==> config.mk <==
export PLATFORM = sky130hd
export DESIGN_NAME = flash_busop_decoder
export DESIGN_NICKNAME = d
export VERILOG_FILES = /design/src/rtl/fbd_pkg.sv /design/src/rtl/fbd_glitch_filter.sv /design/src/rtl/fbd_classify.sv /design/src/rtl/fbd_write_capture.sv /design/src/rtl/fbd_read_drive.sv /design/src/rtl/flash_busop_decoder.sv
export SDC_FILE = /design/constraint.sdc
export NUM_CORES = 1
export LEC_CHECK = 0
export BUFFER_PORTS_ARGS = -buffer_cell sky130_fd_sc_hd__buf_2
export CAP_MARGIN = 30
export CELL_PAD_IN_SITES_DETAIL_PLACEMENT = 1
export CELL_PAD_IN_SITES_GLOBAL_PLACEMENT = 1
export CORE_UTILIZATION = 42
export DETAILED_ROUTE_END_ITERATION = 8
export PLACE_DENSITY = 0.93
export SETUP_SLACK_MARGIN = 0.15
export SKIP_LAST_GASP = 1
export SLEW_MARGIN = 10
export SYNTH_ARGS = -nofsm -noshare
export SYNTH_HDL_FRONTEND = slang
export SYNTH_SLANG_ARGS = --single-unit
export TNS_END_PERCENT = 20
==> constraint.sdc <==
create_clock -name clk -period 4.2 [get_ports clk]
set_clock_uncertainty 0.05 [all_clocks]
set_input_delay 0.63 -clock clk [delete_from_list [all_inputs] [get_ports clk]]
set_output_delay 0.63 -clock clk [all_outputs]
set_load 0.1 [all_outputs]
==> src/rtl/fbd_pkg.sv <==
package fbd_pkg;

   typedef enum logic [2:0] {
      BUS_RESET   = 3'd0,
      BUS_STANDBY = 3'd1,
      BUS_OUTDIS  = 3'd2,
      BUS_READ    = 3'd3,
      BUS_WRITE   = 3'd4
   } bus_op_e;

endpackage

==> src/rtl/fbd_glitch_filter.sv <==
module fbd_glitch_filter #(
   parameter int   SYNC_STAGES = 2,
   parameter int   FILT_CYCLES = 3,
   parameter logic RESET_VAL   = 1'b1
) (
   input  logic clk,
   input  logic sys_rst_n,
   input  logic raw_i,
   output logic filt_o
);

   localparam int CW = (FILT_CYCLES < 2) ? 1 : $clog2(FILT_CYCLES);

   generate
      if (SYNC_STAGES < 2) begin : g_bad_sync
         $error("fbd_glitch_filter: SYNC_STAGES must be at least 2");
      end
      if (FILT_CYCLES < 1) begin : g_bad_filt
         $error("fbd_glitch_filter: FILT_CYCLES must be at least 1");
      end
   endgenerate

   logic [SYNC_STAGES-1:0] chain_q;
   logic                   sync_out;
   logic                   filt_q;

   always_ff @(posedge clk or negedge sys_rst_n) begin
      if (!sys_rst_n) chain_q <= {SYNC_STAGES{RESET_VAL}};
      else            chain_q <= {chain_q[SYNC_STAGES-2:0], raw_i};
   end

   assign sync_out = chain_q[SYNC_STAGES-1];

   generate
      if (FILT_CYCLES == 1) begin : g_direct
         always_ff @(posedge clk or negedge sys_rst_n) begin
            if (!sys_rst_n) filt_q <= RESET_VAL;
            else            filt_q <= sync_out;
         end
      end else begin : g_count
         logic [CW-1:0] run_q;
         always_ff @(posedge clk or negedge sys_rst_n) begin
            if (!sys_rst_n) begin
               filt_q <= RESET_VAL;
               run_q  <= '0;
            end else if (sync_out == filt_q) begin
               run_q <= '0;
            end else if (run_q == CW'(FILT_CYCLES - 1)) begin
               filt_q <= sync_out;
               run_q  <= '0;
            end else begin
               run_q <= run_q + 1'b1;
            end
         end
      end
   endgenerate

   assign filt_o = filt_q;

   // the filtered level only moves toward a synchronized level that differs from it
   a_r10_filter_moves_to_sync: assert property (@(posedge clk) disable iff (!sys_rst_n)
      !$stable(filt_q) |-> ($past(sync_out) != $past(filt_q)));

endmodule

==> src/rtl/fbd_classify.sv <==
module fbd_classify
   import fbd_pkg::*;
(
   input  logic    ce_f,
   input  logic    oe_f,
   input  logic    we_f,
   input  logic    rst_f,
   output bus_op_e op_o
);

   always_comb begin
      if (!rst_f)                op_o = BUS_RESET;
      else if (ce_f)             op_o = BUS_STANDBY;
      else if (!oe_f && we_f)    op_o = BUS_READ;
      else if (oe_f && !we_f)    op_o = BUS_WRITE;
      else                       op_o = BUS_OUTDIS;
   end

endmodule

==> src/rtl/fbd_write_capture.sv <==
module fbd_write_capture #(
   parameter int ADDR_W = 24,
   parameter int DATA_W = 16
) (
   input  logic              clk,
   input  logic              sys_rst_n,
   input  logic              ce_f,
   input  logic              oe_f,
   input  logic              we_f,
   input  logic              rst_f,
   input  logic [ADDR_W-1:0] addr_i,
   input  logic [DATA_W-1:0] data_i,
   output logic              cmd_valid,
   output logic [ADDR_W-1:0] cmd_addr,
   output logic [DATA_W-1:0] cmd_data
);

   logic              both_low;
   logic              both_q;
   logic              start_w;
   logic              stop_w;
   logic              armed_q;
   logic [ADDR_W-1:0] addr_q;

   assign both_low = !ce_f && !we_f;
   assign start_w  = both_low && !both_q;
   assign stop_w   = !both_low && both_q;

   always_ff @(posedge clk or negedge sys_rst_n) begin
      if (!sys_rst_n) begin
         both_q    <= 1'b0;
         armed_q   <= 1'b0;
         addr_q    <= '0;
         cmd_valid <= 1'b0;
         cmd_addr  <= '0;
         cmd_data  <= '0;
      end else begin
         both_q    <= both_low;
         cmd_valid <= 1'b0;
         if (start_w) begin
            armed_q <= oe_f && rst_f;
            addr_q  <= addr_i;
         end else if (armed_q && (!oe_f || !rst_f)) begin
            armed_q <= 1'b0;
         end else if (stop_w) begin
            armed_q <= 1'b0;
            if (armed_q) begin
               cmd_valid <= 1'b1;
               cmd_addr  <= addr_q;
               cmd_data  <= data_i;
            end
         end
      end
   end

   // a command strobe never lasts two clocks
   a_r8_single_pulse: assert property (@(posedge clk) disable iff (!sys_rst_n)
      cmd_valid |=> !cmd_valid);

   // a command only follows a window that ended with output enable high and reset idle
   a_r9_no_cmd_after_abort: assert property (@(posedge clk) disable iff (!sys_rst_n)
      cmd_valid |-> ($past(oe_f) && $past(rst_f) && $past(both_q)));

endmodule

==> src/rtl/fbd_read_drive.sv <==
module fbd_read_drive
   import fbd_pkg::*;
#(
   parameter int DATA_W = 16
) (
   input  logic              clk,
   input  logic              sys_rst_n,
   input  bus_op_e           op_i,
   input  logic [DATA_W-1:0] rd_data_i,
   output logic [DATA_W-1:0] dq_o,
   output logic              dq_oe
);

   always_ff @(posedge clk or negedge sys_rst_n) begin
      if (!sys_rst_n) begin
         dq_o  <= '0;
         dq_oe <= 1'b0;
      end else begin
         dq_oe <= (op_i == BUS_READ);
         if (op_i == BUS_READ) dq_o <= rd_data_i;
      end
   end

   // a read decode turns the drive on at the next clock
   a_r1_drive_on_read: assert property (@(posedge clk) disable iff (!sys_rst_n)
      (op_i == BUS_READ) |=> dq_oe);

   // leaving the read decode releases the bus at the next clock
   a_r11_release_after_read: assert property (@(posedge clk) disable iff (!sys_rst_n)
      (op_i != BUS_READ) |=> !dq_oe);

endmodule

==> src/rtl/flash_busop_decoder.sv <==
module flash_busop_decoder
   import fbd_pkg::*;
#(
   parameter int ADDR_W         = 24,
   parameter int DATA_W         = 16,
   parameter int SYNC_STAGES    = 2,
   parameter int FILT_CYCLES    = 3,
   parameter int OE_FILT_CYCLES = 1
) (
   input  logic              clk,
   input  logic              sys_rst_n,
   input  logic              chip_en_n,
   input  logic              out_en_n,
   input  logic              wr_en_n,
   input  logic              rst_pin_n,
   input  logic [ADDR_W-1:0] addr_i,
   input  logic [DATA_W-1:0] dq_i,
   input  logic [DATA_W-1:0] arr_rd_data,
   output logic [ADDR_W-1:0] arr_rd_addr,
   output logic [DATA_W-1:0] dq_o,
   output logic              dq_oe,
   output logic              cmd_valid,
   output logic [ADDR_W-1:0] cmd_addr,
   output logic [DATA_W-1:0] cmd_data,
   output logic [2:0]        bus_state
);

   generate
      if (ADDR_W < 1 || DATA_W < 1) begin : g_bad_width
         $error("flash_busop_decoder: ADDR_W and DATA_W must be positive");
      end
   endgenerate

   localparam int NPIN = 4;
   localparam logic [NPIN-1:0] PIN_RESET_VAL = 4'b0111;

   logic [NPIN-1:0] raw_pins;
   logic [NPIN-1:0] filt_pins;
   bus_op_e         op;

   // pin order: [3]=reset pin, [2]=write enable, [1]=output enable, [0]=chip enable
   assign raw_pins = {rst_pin_n, wr_en_n, out_en_n, chip_en_n};

   generate
      for (genvar i = 0; i < NPIN; i++) begin : g_pin
         localparam int N_FILT = (i == 1) ? OE_FILT_CYCLES : FILT_CYCLES;
         fbd_glitch_filter #(
            .SYNC_STAGES (SYNC_STAGES),
            .FILT_CYCLES (N_FILT),
            .RESET_VAL   (PIN_RESET_VAL[i])
         ) u_filt (
            .clk       (clk),
            .sys_rst_n (sys_rst_n),
            .raw_i     (raw_pins[i]),
            .filt_o    (filt_pins[i])
         );
      end
   endgenerate

   fbd_classify u_classify (
      .ce_f  (filt_pins[0]),
      .oe_f  (filt_pins[1]),
      .we_f  (filt_pins[2]),
      .rst_f (filt_pins[3]),
      .op_o  (op)
   );

   fbd_read_drive #(.DATA_W(DATA_W)) u_read (
      .clk       (clk),
      .sys_rst_n (sys_rst_n),
      .op_i      (op),
      .rd_data_i (arr_rd_data),
      .dq_o      (dq_o),
      .dq_oe     (dq_oe)
   );

   fbd_write_capture #(.ADDR_W(ADDR_W), .DATA_W(DATA_W)) u_write (
      .clk       (clk),
      .sys_rst_n (sys_rst_n),
      .ce_f      (filt_pins[0]),
      .oe_f      (filt_pins[1]),
      .we_f      (filt_pins[2]),
      .rst_f     (filt_pins[3]),
      .addr_i    (addr_i),
      .data_i    (dq_i),
      .cmd_valid (cmd_valid),
      .cmd_addr  (cmd_addr),
      .cmd_data  (cmd_data)
   );

   assign arr_rd_addr = addr_i;
   assign bus_state   = op;

   // reset decode never coexists with a driven bus or a command
   a_r5_reset_quiet: assert property (@(posedge clk) disable iff (!sys_rst_n)
      (op == BUS_RESET) |=> (!dq_oe && !cmd_valid));

   // standby releases the bus at the next clock
   a_r3_standby_hiz: assert property (@(posedge clk) disable iff (!sys_rst_n)
      (op == BUS_STANDBY) |=> !dq_oe);

endmodule

# Word level (Yosys, flattened, before mapping)
# Cells that the tools add are included.
[word_totals]
input_bits = 62
wordCells = 70
reg_bits = 102
[classes]
bitwise_logic = 5
n_mux = 17
n_eq_ne = 7
addsub = 3
n_reduce_logical = 19
[op_table]
columns = ["cell", "count"]
rows = [
  ["2-to-1 mux 2 bit", 6],
  ["2-to-1 mux 3 bit", 4],
  ["logical AND 1 bit", 7],
  ["2-to-1 mux 1 bit", 7],
  ["adder 2 x 1 -> 2 bit, second input constant", 3],
  ["equality test 2 bit, second input constant", 3],
  ["logical NOT 1 bit", 6],
  ["AND reduction 2 bit", 3],
  ["NOT 1 bit", 5],
  ["AND reduction 4 bit", 1],
  ["equality test 1 bit", 3],
  ["equality test 3 x 2 -> 1 bit, second input constant", 1],
  ["nonzero test 3 bit", 1],
  ["logical OR 1 bit", 1],
]

# Depth between registers and ports, before layout
[logic_depth]
word_depth = 7
depth_mapped = 6
mapped_depth_nobuf = 3

# Cells and area by module
# Synthesis repeated with hierarchy kept, for this count alone.
[unflattened]
cells_unflattened = 246
area_unflattened_um2 = 4055.1
[modules_own_cells]
columns = ["module", "seq_area_each_um2", "area_each_um2", "cells_per_inst", "instances"]
rows = [
  ["fbd_write_capture", 1676.6, 2539.9, 148, 1],
  ["fbd_read_drive", 425.4, 674.4, 36, 1],
  ["fbd_glitch_filter at g_pin[0].u_filt ...", 128.9, 178.9, 10, 2],
  ["flash_busop_decoder", 0.0, 180.2, 24, 1],
  ["fbd_glitch_filter at g_pin[3].u_filt", 125.1, 175.2, 10, 1],
  ["fbd_glitch_filter at g_pin[1].u_filt", 78.8, 78.8, 3, 1],
  ["fbd_classify", 0.0, 48.8, 5, 1],
]

# Worst setup path before layout
# OpenSTA, ideal clock, no wires.
[synth_timing]
path_kind = "register to output"
from = "reg g_pin[2].u_filt.filt_q"
to = "out bus_state[1]"
n_path_buf = 1
t_arrival_ns = 2.870
slack_ns = 0.650
stages_incl_launch_ff = 4
path_cell_list = "dfstp_2 > buf_6 > nor2b_1 > nor3b_1"
[synth_between]
elab_chain_cells = 6
elab_cells_between_ends = 7
classes_between = "4 x mux; 3 x reduce/logical"
[synth_rtl]
columns = ["item", "line", "text"]
rows = [
  ["start: declaration", "fbd_glitch_filter.sv:25", "logic filt_q;"],
  ["start signal: assignment", "fbd_glitch_filter.sv:49", "filt_q <= sync_out;"],
  ["logical NOT 1 bit", "fbd_classify.sv:15", "else if (oe_f && !we_f) op_o = BUS_WRITE;"],
  ["logical AND 1 bit", "fbd_classify.sv:15", ""],
  ["2-to-1 mux 3 bit", "fbd_classify.sv:15", ""],
  ["2-to-1 mux 3 bit (*)", "fbd_classify.sv:14", "else if (!oe_f && we_f) op_o = BUS_READ;"],
  ["2-to-1 mux 3 bit (*)", "fbd_classify.sv:13", "else if (ce_f) op_o = BUS_STANDBY;"],
  ["2-to-1 mux 3 bit (*)", "fbd_classify.sv:12", "if (!rst_f) op_o = BUS_RESET;"],
  ["end: declaration", "flash_busop_decoder.sv:25", "output logic [2:0] bus_state"],
]
# Mark *: on every way between the ends. The rest lies on a longest branch, timed or not.

# Worst setup path in the final report
# Same ends and word-level chain as after synthesis.

==> impl_results.md <==
* Required @ worst endpoint at 3.52 ns
* Max-slew headroom at 41.52%
* WL/cell at 16.12 microns
* Worst Path Max Fanout at 8
* Max incr delay on CP at 0.65 ns
* Pre-CTS setup slack at 2.002 ns
* Initial antenna violation count at 0
* Fin worst setup slack at 1.725 ns
* Total track usage at 16.93%
* Crit-path leading delay family: flip-flops
* Arrival time at the worst endpoint at 1.80 ns
* Mapped cell area at 3985 sq um
* Mapped Cells at 245
* Slowest cell on crit path: dfstp_2
* Global route total overflow at 0
* Buf/Inv on CP at 1
* Layout overhead on the synthesized area at 20.88%
* Total count of hold-check failures in the final report at 0
* Syn nets at 307
* Dpl hpwl at 5806 microns
* Drt pass-1 iters at 2
* Gpl congestion at 0.6887
* Min Hold Slack at 0.3048 ns
* Commonest non-fill, non-tap cell in the layout: buf_2
* CTS tree: done
* Initial DRC Count at 34
* Final setup TNS at 0 ns
* Vias per cell at 4.791
* Die Height at 99.41 microns
* Area contributors post-synth: dfrtp_1, mux2_2, dfstp_2
* Seq/Total Area, Yosys at 64.33%
* Clk buf depth at 2
* Worst-skew pair later-pin latency at 0.35 ns
* Nets at 434
* Slew Limit Fails at 0
* Cts repair resizes at 0
* Period Utilization, post-route at 58.93%
* RSZ-0062 raised after global routing: no
* Yosys Warn Count at 0
* # diodes at 0
* Largest net degree at the start of global routing at 55
* First-pass GRT wire length at 12,910 microns
* Post-route minimum period at 2.475 ns
* Setup Viol. Count Final at 0
* Critical path startpoint category: flop
* Input/output buffers at 146
* Core Util, Final at 52.38%
* Layout fillers at 961
* Critical Path Sink Type: primary output
* Avg Inst Size Synth at 16.27 sq um
* Vias post-DR at 2,338
* Synth cell types at 23
* CP Cell Sequence: nor2b_1 -> nor3b_1 -> buf_2
* # IOs at 147
* Layout cells sized above 1 at 68.44%
* Initial Util at 43.33%
* Peak Freq at 0.4040 GHz
* Status: completed
* Yosys reg bits at 102
* Yosys top cell by area: dfrtp_1
* Setup Crit Path Kind: reg -> out
* Cts bufs inserted at 9
* Sinks on Clock Net at 102
* Htree depth at 3
* ANT nets after route at 0
* DRC Markers at 0
* Clk slew on worst S/H paths at 0.10 ns
* Hold-fix buffers, CTS at 0
* Root Driver: clkbuf_8
* Setup Fix Bufs, Post-CTS at 0
* HP Class: reg -> reg
* Core area at 9196 sq um
* Die X at 99.41 microns
* Worst-margin pin slew at 0.8772 ns
* Final wirelength at 7865 microns
* Most frequent cells in the layout: buf_2, dfrtp_1, mux2_2
* Number of max-cap violations at 0
* Die area at 9881 sq um
* Synth top area share at 58.40%
* FP Rows at 35
* Vias in the first global route at 2,628
cells in the mapped netlist:
library cell	count
dfrtp_1	93
nor2b_4	1
nor2b_1	4
a21oi_1	1
dfstp_2	9
nand3_1	1
buf_2	1
buf_6	2
nor3_1	4
mux2_1	1
o21a_1	1
nor3b_1	4
nor3_4	1
xnor2_1	3
mux2_4	9
o21ai_1	1
nand2_1	1
nor2_2	1
buf_4	30
buf_12	1
nor2_1	2
and3b_1	1
mux2_2	73
cells by family (layout without fill, tap and decap cells):
| logic type | Yosys count | in the layout | synth area share, % |
|---|---|---|---|
| muxes | 83 | 83 | 24.30 |
| and+or+nand+nor | 20 | 20 | 3.422 |
| AOI/OAI and AO/OA | 3 | 3 | 0.4394 |
| xor gates and xnor gates | 3 | 3 | 0.6595 |
| DFF | 102 | 102 | 64.33 |
| buffers and inverters | 34 | 166 | 6.845 |
final timing paths:
path | startpoint | to | slack (ns) | depth (start not counted)
worst max-delay path | g_pin[2].u_filt.filt_o | bus_state[1] | 1.72 | 3
worst min-delay path | g_pin[3].u_filt.chain_q[0] | g_pin[3].u_filt.chain_q[1] | 0.30 | 0
worst min register to register | g_pin[3].u_filt.chain_q[0] | g_pin[3].u_filt.chain_q[1] | 0.30 | 0
worst max register to register | g_pin[2].u_filt.filt_o | u_read.dq_o[1] | 2.04 | 3
min in group asynchronous | sys_rst_n | g_pin[3].u_filt.g_count.run_q[1] | 0.31 | 2
max in group asynchronous | sys_rst_n | u_write.cmd_addr[10] | 3.29 | 2
area by class of cell:
| cell class | count | area, sq um | share of cell area [%] |
|---|---|---|---|
| clock buffers | 12 | 145.1 | 3.013 |
| clock inverters | 4 | 32.53 | 0.6753 |
| multi-input cells | 109 | 1154 | 23.95 |
| flip-flops and latches | 102 | 2564 | 53.22 |
| well taps | 111 | 138.9 | 2.883 |
| repair buffers | 150 | 783.3 | 16.26 |
routing by layer:
| metal | global-route usage [%] | part of all wire (%) | up-vias |
|---|---|---|---|
| li1 | - | - | 1061 |
| met1 | 19.95 | 40 | 1201 |
| met2 | 30.40 | 55 | 70 |
| met3 | 3.935 | 4.4 | 6 |
| met4 | 5.769 | 0.92 | 0 |
| met5 | 0 | 0 | - |
per-stage QoR:
stage	instance area, sq um	instances
2_1_floorplan	3985	245
3_3_place_gp	4612	471
3_5_place_dp	4639	472
4_1_cts	4817	488
5_1_grt	4817	488
6_report	4817	488
sequential cells by signal, indices dropped and copies added, names as in the netlist, 4 cells and up:
name	cells
u_write.cmd_addr	24
g_pin.u_filt.g_count.run_q	6
u_write.addr_q	24
g_pin.u_filt.filt_o	4
u_write.cmd_data	16
u_read.dq_o	16
g_pin.u_filt.chain_q	8
Power is left out: the tool's default activity adds up to more than one toggle a clock period on the data nets, which glitch-free logic cannot reach.
